File: config.mk
export PLATFORM = sky130hd
export DESIGN_NAME = sts_sched
export DESIGN_NICKNAME = d
export VERILOG_FILES = /design/src/rtl/sts_pkg.sv /design/src/rtl/sts_table_check.sv /design/src/rtl/sts_seg_seq.sv /design/src/rtl/sts_guard.sv /design/src/rtl/sts_sched.sv
export SDC_FILE = /design/constraint.sdc
export NUM_CORES = 1
export LEC_CHECK = 0
export ABC_AREA = 1
export BUFFER_PORTS_ARGS = -buffer_cell sky130_fd_sc_hd__buf_4
export CAP_MARGIN = 20
export CELL_PAD_IN_SITES_DETAIL_PLACEMENT = 1
export CELL_PAD_IN_SITES_GLOBAL_PLACEMENT = 1
export CORE_MARGIN = 2
export CORE_UTILIZATION = 36
export CTS_CLUSTER_SIZE = 8
export DETAILED_ROUTE_END_ITERATION = 12
export GPL_TIMING_DRIVEN = 0
export PLACE_DENSITY_LB_ADDON = 0.1
export SYNTH_ARGS = -nofsm -noshare
export SYNTH_HDL_FRONTEND = slang
export SYNTH_HIERARCHICAL = 1
export SYNTH_SLANG_ARGS = --single-unit
File: constraint.sdc
create_clock -name clk -period 3.55 [get_ports clk]
set_input_delay 0.355 -clock clk [delete_from_list [all_inputs] [get_ports clk]]
set_output_delay 0.355 -clock clk [all_outputs]
set_load 0.03 [all_outputs]
File: src/rtl/sts_pkg.sv
// Shared constants for the segmented threshold scheduler.
// Assumes: segment counts are small (two up to the top's NSEG_MAX).
package sts_pkg;
    // Smallest number of segments a valid table may use.
    localparam int SEG_MIN = 2;
endpackage

File: src/rtl/sts_table_check.sv
// Combinational judgement of a segment table.
// Does: checks the segment count range and the strict rise of the used
//       start offsets, and detects threshold codes that change direction.
// Assumes: the table is stable while it is judged (sampled at tx_start).
module sts_table_check
    import sts_pkg::*;
#(
    parameter int NSEG_MAX = 4,
    parameter int NSC_W    = 3,
    parameter int OFS_W    = 12,
    parameter int TH_W     = 10
) (
    input  logic [NSC_W-1:0]             nseg,
    input  logic [(NSEG_MAX-1)*OFS_W-1:0] bnd_flat,
    input  logic [NSEG_MAX*TH_W-1:0]     vth_flat,
    output logic                         tbl_ok,
    output logic                         order_warn
);

    // Judge count range, offset ordering and threshold direction changes.
    always_comb begin
        logic [OFS_W-1:0] cur;
        logic [OFS_W-1:0] prev;
        logic [TH_W-1:0]  ta;
        logic [TH_W-1:0]  tb;
        logic             rise;
        logic             fall;
        tbl_ok = (int'(nseg) >= SEG_MIN) && (int'(nseg) <= NSEG_MAX);
        prev   = '0;
        for (int i = 0; i < NSEG_MAX - 1; i++) begin
            cur = bnd_flat[i*OFS_W +: OFS_W];
            if (i + 1 < int'(nseg)) begin
                if (cur <= prev) tbl_ok = 1'b0;
            end
            prev = cur;
        end
        rise = 1'b0;
        fall = 1'b0;
        for (int i = 1; i < NSEG_MAX; i++) begin
            ta = vth_flat[(i-1)*TH_W +: TH_W];
            tb = vth_flat[i*TH_W +: TH_W];
            if (i < int'(nseg)) begin
                if (tb > ta) rise = 1'b1;
                if (tb < ta) fall = 1'b1;
            end
        end
        order_warn = tbl_ok && rise && fall;
    end

endmodule

File: src/rtl/sts_seg_seq.sv
// Window offset counter and segment sequencer.
// Does: counts cycles from window open, and requests a load when the count
//       meets the start offset of the next used segment.
// Assumes: the table stays stable from tx_start until the window closes.
module sts_seg_seq #(
    parameter int NSEG_MAX = 4,
    parameter int NSC_W    = 3,
    parameter int OFS_W    = 12,
    parameter int SEG_W    = 2
) (
    input  logic                          clk,
    input  logic                          rst_n,
    input  logic                          tx_start,
    input  logic                          win_start,
    input  logic                          win_end,
    input  logic                          tbl_ok,
    input  logic [NSC_W-1:0]              nseg,
    input  logic [(NSEG_MAX-1)*OFS_W-1:0] bnd_flat,
    output logic                          upd,
    output logic [SEG_W-1:0]              next_seg
);

    logic             active;
    logic [OFS_W-1:0] cnt;
    logic [SEG_W-1:0] seg;
    logic [OFS_W-1:0] bnd_sel;
    logic             more;

    // Pick the start offset of the segment after the current one.
    always_comb begin
        bnd_sel = '0;
        for (int i = 0; i < NSEG_MAX - 1; i++) begin
            if (int'(seg) == i) bnd_sel = bnd_flat[i*OFS_W +: OFS_W];
        end
    end

    // Decide whether a boundary is met this cycle.
    always_comb begin
        more     = (int'(seg) + 1) < int'(nseg);
        next_seg = seg + SEG_W'(1);
        upd      = active && !win_end && !win_start && !tx_start &&
                   tbl_ok && more && (cnt == bnd_sel);
    end

    // Track window activity, the offset count and the current segment.
    always_ff @(posedge clk) begin
        if (!rst_n) begin
            active <= 1'b0;
            cnt    <= '0;
            seg    <= '0;
        end else if (tx_start) begin
            active <= 1'b0;
            cnt    <= '0;
            seg    <= '0;
        end else begin
            if (upd) seg <= next_seg;
            if (win_start) begin
                active <= 1'b1;
                cnt    <= '0;
            end else if (win_end) begin
                active <= 1'b0;
            end else if (active && (cnt != '1)) begin
                cnt <= cnt + OFS_W'(1);
            end
        end
    end


    seg_in_range_chk: assert property (@(posedge clk) disable iff (!rst_n)
        (tbl_ok && active) |-> (int'(seg) < int'(nseg)));


    close_stops_chk: assert property (@(posedge clk) disable iff (!rst_n)
        (win_end && !win_start) |=> !upd);

endmodule

File: src/rtl/sts_guard.sv
// Update guard timer.
// Does: raises the inhibit on the strobe cycle of an in-window load and
//       holds it for settle_len further cycles; a new load restarts it.
// Assumes: settle_len is stable while a guard runs.
module sts_guard #(
    parameter int SET_W = 8
) (
    input  logic             clk,
    input  logic             rst_n,
    input  logic             clear,
    input  logic             upd,
    input  logic [SET_W-1:0] settle_len,
    output logic             inhibit
);

    logic             gpulse;
    logic [SET_W-1:0] gcnt;

    // Load, hold and count down the settle timer.
    always_ff @(posedge clk) begin
        if (!rst_n) begin
            gpulse <= 1'b0;
            gcnt   <= '0;
        end else if (clear) begin
            gpulse <= 1'b0;
            gcnt   <= '0;
        end else begin
            gpulse <= upd;
            if (upd) begin
                gcnt <= settle_len;
            end else if (!gpulse && (gcnt != '0)) begin
                gcnt <= gcnt - SET_W'(1);
            end
        end
    end

    // Inhibit covers the strobe cycle and the remaining settle count.
    always_comb inhibit = gpulse || (gcnt != '0);


    guard_start_chk: assert property (@(posedge clk) disable iff (!rst_n)
        (upd && !clear) |=> inhibit);


    guard_hold_chk: assert property (@(posedge clk) disable iff (!rst_n)
        (!clear && !upd && (gcnt > SET_W'(1))) |=> inhibit);


    guard_restart_chk: assert property (@(posedge clk) disable iff (!rst_n)
        (upd && !clear) |=> (gcnt == $past(settle_len)));

endmodule

File: src/rtl/sts_sched.sv
// Segmented threshold scheduler, top level.
// Does: loads segment 0 codes at burst start, steps through the used
//       segments during the valid window with a one-cycle DAC strobe, and
//       guards every in-window step with an acceptance inhibit.
// Assumes: one tx_start per burst before win_start; table stable per burst.
module sts_sched #(
    parameter  int NSEG_MAX = 4,
    parameter  int TH_W     = 10,
    parameter  int HY_W     = 6,
    parameter  int OFS_W    = 12,
    parameter  int SET_W    = 8,
    localparam int SEG_W    = $clog2(NSEG_MAX),
    localparam int NSC_W    = $clog2(NSEG_MAX + 1)
) (
    input  logic                          clk,
    input  logic                          rst_n,
    input  logic                          tx_start,
    input  logic                          win_start,
    input  logic                          win_end,
    input  logic [NSC_W-1:0]              seg_count,
    input  logic [(NSEG_MAX-1)*OFS_W-1:0] seg_start_flat,
    input  logic [NSEG_MAX*TH_W-1:0]      seg_vth_flat,
    input  logic [NSEG_MAX*HY_W-1:0]      seg_hys_flat,
    input  logic                          hys_en,
    input  logic [SET_W-1:0]              settle_len,
    output logic [TH_W-1:0]               dac_vth,
    output logic [HY_W-1:0]               dac_vhys,
    output logic                          dac_load,
    output logic                          accept_inhibit,
    output logic                          table_err,
    output logic                          order_warn
);

    logic             tbl_ok_c;
    logic             warn_c;
    logic             upd;
    logic [SEG_W-1:0] next_seg;
    logic [TH_W-1:0]  vth_nxt;
    logic [HY_W-1:0]  hys_nxt;

    sts_table_check #(
        .NSEG_MAX(NSEG_MAX), .NSC_W(NSC_W), .OFS_W(OFS_W), .TH_W(TH_W)
    ) chk_i (
        .nseg       (seg_count),
        .bnd_flat   (seg_start_flat),
        .vth_flat   (seg_vth_flat),
        .tbl_ok     (tbl_ok_c),
        .order_warn (warn_c)
    );

    sts_seg_seq #(
        .NSEG_MAX(NSEG_MAX), .NSC_W(NSC_W), .OFS_W(OFS_W), .SEG_W(SEG_W)
    ) seq_i (
        .clk       (clk),
        .rst_n     (rst_n),
        .tx_start  (tx_start),
        .win_start (win_start),
        .win_end   (win_end),
        .tbl_ok    (!table_err),
        .nseg      (seg_count),
        .bnd_flat  (seg_start_flat),
        .upd       (upd),
        .next_seg  (next_seg)
    );

    sts_guard #(
        .SET_W(SET_W)
    ) grd_i (
        .clk        (clk),
        .rst_n      (rst_n),
        .clear      (tx_start),
        .upd        (upd),
        .settle_len (settle_len),
        .inhibit    (accept_inhibit)
    );

    // Select the codes of the segment being stepped into.
    always_comb begin
        vth_nxt = '0;
        hys_nxt = '0;
        for (int i = 0; i < NSEG_MAX; i++) begin
            if (int'(next_seg) == i) begin
                vth_nxt = seg_vth_flat[i*TH_W +: TH_W];
                hys_nxt = seg_hys_flat[i*HY_W +: HY_W];
            end
        end
    end

    // Drive the DAC codes and strobe; latch the table flags at burst start.
    always_ff @(posedge clk) begin
        if (!rst_n) begin
            dac_vth    <= '0;
            dac_vhys   <= '0;
            dac_load   <= 1'b0;
            table_err  <= 1'b0;
            order_warn <= 1'b0;
        end else begin
            dac_load <= 1'b0;
            if (tx_start) begin
                dac_vth    <= seg_vth_flat[TH_W-1:0];
                dac_vhys   <= hys_en ? seg_hys_flat[HY_W-1:0] : '0;
                dac_load   <= 1'b1;
                table_err  <= !tbl_ok_c;
                order_warn <= warn_c;
            end else if (upd) begin
                dac_vth  <= vth_nxt;
                dac_vhys <= hys_en ? hys_nxt : '0;
                dac_load <= 1'b1;
            end
        end
    end


    tx_load_chk: assert property (@(posedge clk) disable iff (!rst_n)
        tx_start |=> (dac_load && !accept_inhibit));


    err_quiet_chk: assert property (@(posedge clk) disable iff (!rst_n)
        (table_err && !tx_start) |=> (!dac_load && !accept_inhibit));


    close_quiet_chk: assert property (@(posedge clk) disable iff (!rst_n)
        (win_end && !tx_start) |=> !dac_load);


    hys_off_chk: assert property (@(posedge clk) disable iff (!rst_n)
        (!hys_en && (tx_start || upd)) |=> (dac_vhys == '0));


    strobe_single_chk: assert property (@(posedge clk) disable iff (!rst_n)
        (dac_load && !tx_start && !upd) |=> !dac_load);

endmodule

==> out/metrics.cfg <==
[clock_network]
root_buffer = clkbuf_16
cts_tree = done
ctsHoldBuffers = 0
clk_pin_slew_ns = 0.06
htree_levels = 2
cts_made_buffers = 5
cts.path.max_buffers = 2
clk-insertion-delay-late_ns = 0.29
cts_sinks = 43
cts_setup_buffers = 0
post_cts_resized = 1

[sta]
min_period_over_period_pct = 90.9
setup_violations = 0
rsz0062_at_grt = false
relSlewSlack_pct = 65.5
drv_slew = 0
tightest_slew_ns = 0.518
fmax_ghz = 0.310
fin_hold_ws_ns = 0.313
timing.final.crit_period_ns = 3.23
skew_ns = 0.00584
hold_violations = 0
worst_slack_ns = 0.325

[synthesis]
yosysSeqAreaShare_pct = 16.8
syn-cell-area_um2 = 5140
synth_cells = 883
synth_area_leaders = nand2_1 19%, dfxtp_1 17%, ha_1 15%
synth_edf_count = 0
synth_common_cells = 266 x nand2_1, 138 x inv_1, 86 x nor2_1, 81 x nand3_1, 62 x ha_1
yosys.area.top_type = nand2_1
syn_nets = 1062
async_reset_ff_share_pct = 0
synth_cell_types = 39
yosysMostFrequentCell = nand2_1
ys_ff_latch = 43
avgSynthCellArea_um2 = 5.82
synth_top_area_share_pct = 19.4
ys_dominant_reg_cell = dfxtp_1
synth_warnings = 6

[cells_and_area]
drive_above_1_share_pct = 19.3
nets = 1205
post-route-util_pct = 46.9
area_delta_synth_final_pct = 27.2
stdcell_area_um2 = 6540
diodes = 0

[placement]
port_buffers = 136
finalWeightedCongestion = 0.838
post_dp_cell_area_um2 = 6380
pre_cts_slack_ns = -0.0722
hpwlAfterDp_um = 14800

[pwr]
switching_share_pct = 41.5
power_density_nw_per_um2 = 321
switching_power_uw = 871
combPwrFrac_pct = 50.4
seqPwrFrac_pct = 27.2
clkPwrFrac_pct = 22.4
internal_power_uw = 1230
p_leak_uw = 0.00356
peakVddDrop_mv = 0.165
p_total_uw = 2100

[floorplan]
ioPinCount = 137
fp.dieH_um = 123
die_area_um2 = 15200
die_x_um = 123
core_area_um2 = 13900
rows = 43
start_util_pct = 36.9

[grt]
antenna_found_initial = 0
grt_max_degree = 13
globalRouteTotalUtil_pct = 23.3
grt-ovfl-total = 0
grt_pass1_wl_um = 28400
grt_pass1_vias = 6103

[route]
totalWireLength_um = 17200
drt-wirelength-per-cell_um = 14.3
vias = 5914
vias_per_cell = 4.90
ant_nets = 0
drt-initial-drc-count = 204
drcViolationCount = 0
drt_first_pass_iters = 4

[outcome]
status = complete, no violations

[worst_hold_path]
hp-start = win_start
min_to = seq_i/active
hp-class = input pin to register
hold_depth = 3

[setup_path]
crit_required_ns = 3.77
arrival_ns = 3.44
reg2reg_depth = 16
path_class = register to register
worstReg2RegStart = seq_i/seg[0]
start_kind = register
worst-path-max-fanout = 10
reg2reg_slack_ns = 0.32
r2r_end = dac_vth[1]
endpoint_kind = register

[job]
drv_cap = 0

[kinds of logic (layout without fill, tap and decap cells)]
family,Yosys count,after routing,synth area share (%)
flops,43,43,16.8
compound gates,114,114,12.2
buf+inv,168,311,13.4
xor+xnor,2,2,0.341
simple gates,494,494,42.3
fa+ha+maj,62,62,15.1
[placed cells by master, fill, tap and decap left out, drive strengths merged]
cell      n
clkbuf    8
nand3    81
and2      1
o21a      1
o21bai    3
xnor2     1
a21oi    60
nor4      1
ha       62
o21ai    34
nand3b    6
nand2   273
and3      1
a22oi    10
clkinv    4
nand4    12
nor2    103
nor3      4
dfxtp    43
a21o      5
or2      12
buf     151
xor2      1
a211oi    1
inv     148
[worst max-delay path: stages, from the launching register on]
cell and delay [ns]:
dfxtp_1 0.45, inv_1 0.20, ha_1 0.57, ha_1 0.33
nand3_1 0.09, nand2_1 0.06, nor2_1 0.11, nand2_1 0.08
inv_1 0.06, nand2_1 0.04, nor2_1 0.09, nand2_1 0.09
nor2_4 0.32, nand2_2 0.26, nor2_1 0.19, nand2_1 0.09
a21oi_1 0.13
[sequential cells by signal (all words and copies together), names as in the netlist]
register,cells
grd_i/gcnt,8
dac_load,1
table_err,1
seq_i/cnt,12
seq_i/seg,2
seq_i/active,1
dac_vth,10
grd_i/gpulse,1
order_warn,1
dac_vhys,6
[how the worst max path moves through the flow]
stage	from	to	slack, ns	cells past startpoint
floorplan	seq_i/seg[0]	grd_i/gcnt[5]	0.82	18
global placement	seq_i/seg[0]	dac_vth[0]	0.006	16
detailed placement	seq_i/seg[0]	dac_vth[7]	-0.07	16
CTS	seq_i/seg[0]	dac_vth[0]	0.15	16
global route	seq_i/seg[0]	dac_vth[6]	0.03	16
finish	seq_i/seg[0]	dac_vth[1]	0.32	16
[metrics by stage]
stage | TNS (ns) | cells
after floorplan | 0 | 883
after global placement | 0 | 1199
after detailed placement | -0.341 | 1199
after CTS | 0 | 1206
after global routing | 0 | 1206
final | 0 | 1206
[per-layer routing]
layer,up-vias,GRT usage [%],wire (um),share of wire [%]
met5,-,0,0,0
met4,0,3.62,167,0.97
met3,11,3.69,654,3.8
met2,95,44.3,8670,50
met1,2720,27.7,7710,45
li1,3088,-,-,-
[final cells by class]
cell class	instances	area [um^2]
buffer	17	116
clock buffer	6	139
clock inverter	1	5.00
fill	1976	7400
inverter	151	571
multi-input combinational	672	3600
sequential	43	861
tap	180	225
timing repair buffer	136	1020
[power by group through the flow]
stage | combinational [uW] | clock (uW) | sequential, uW
global placement | 1040 | 0 | 581
detailed placement | 1070 | 0 | 581
CTS | 1070 | 482 | 571
global route | 1210 | 499 | 577
finish | 1060 | 470 | 571
floorplan | 710 | 0 | 594
Note: power is estimated with default switching activity, not from simulation.
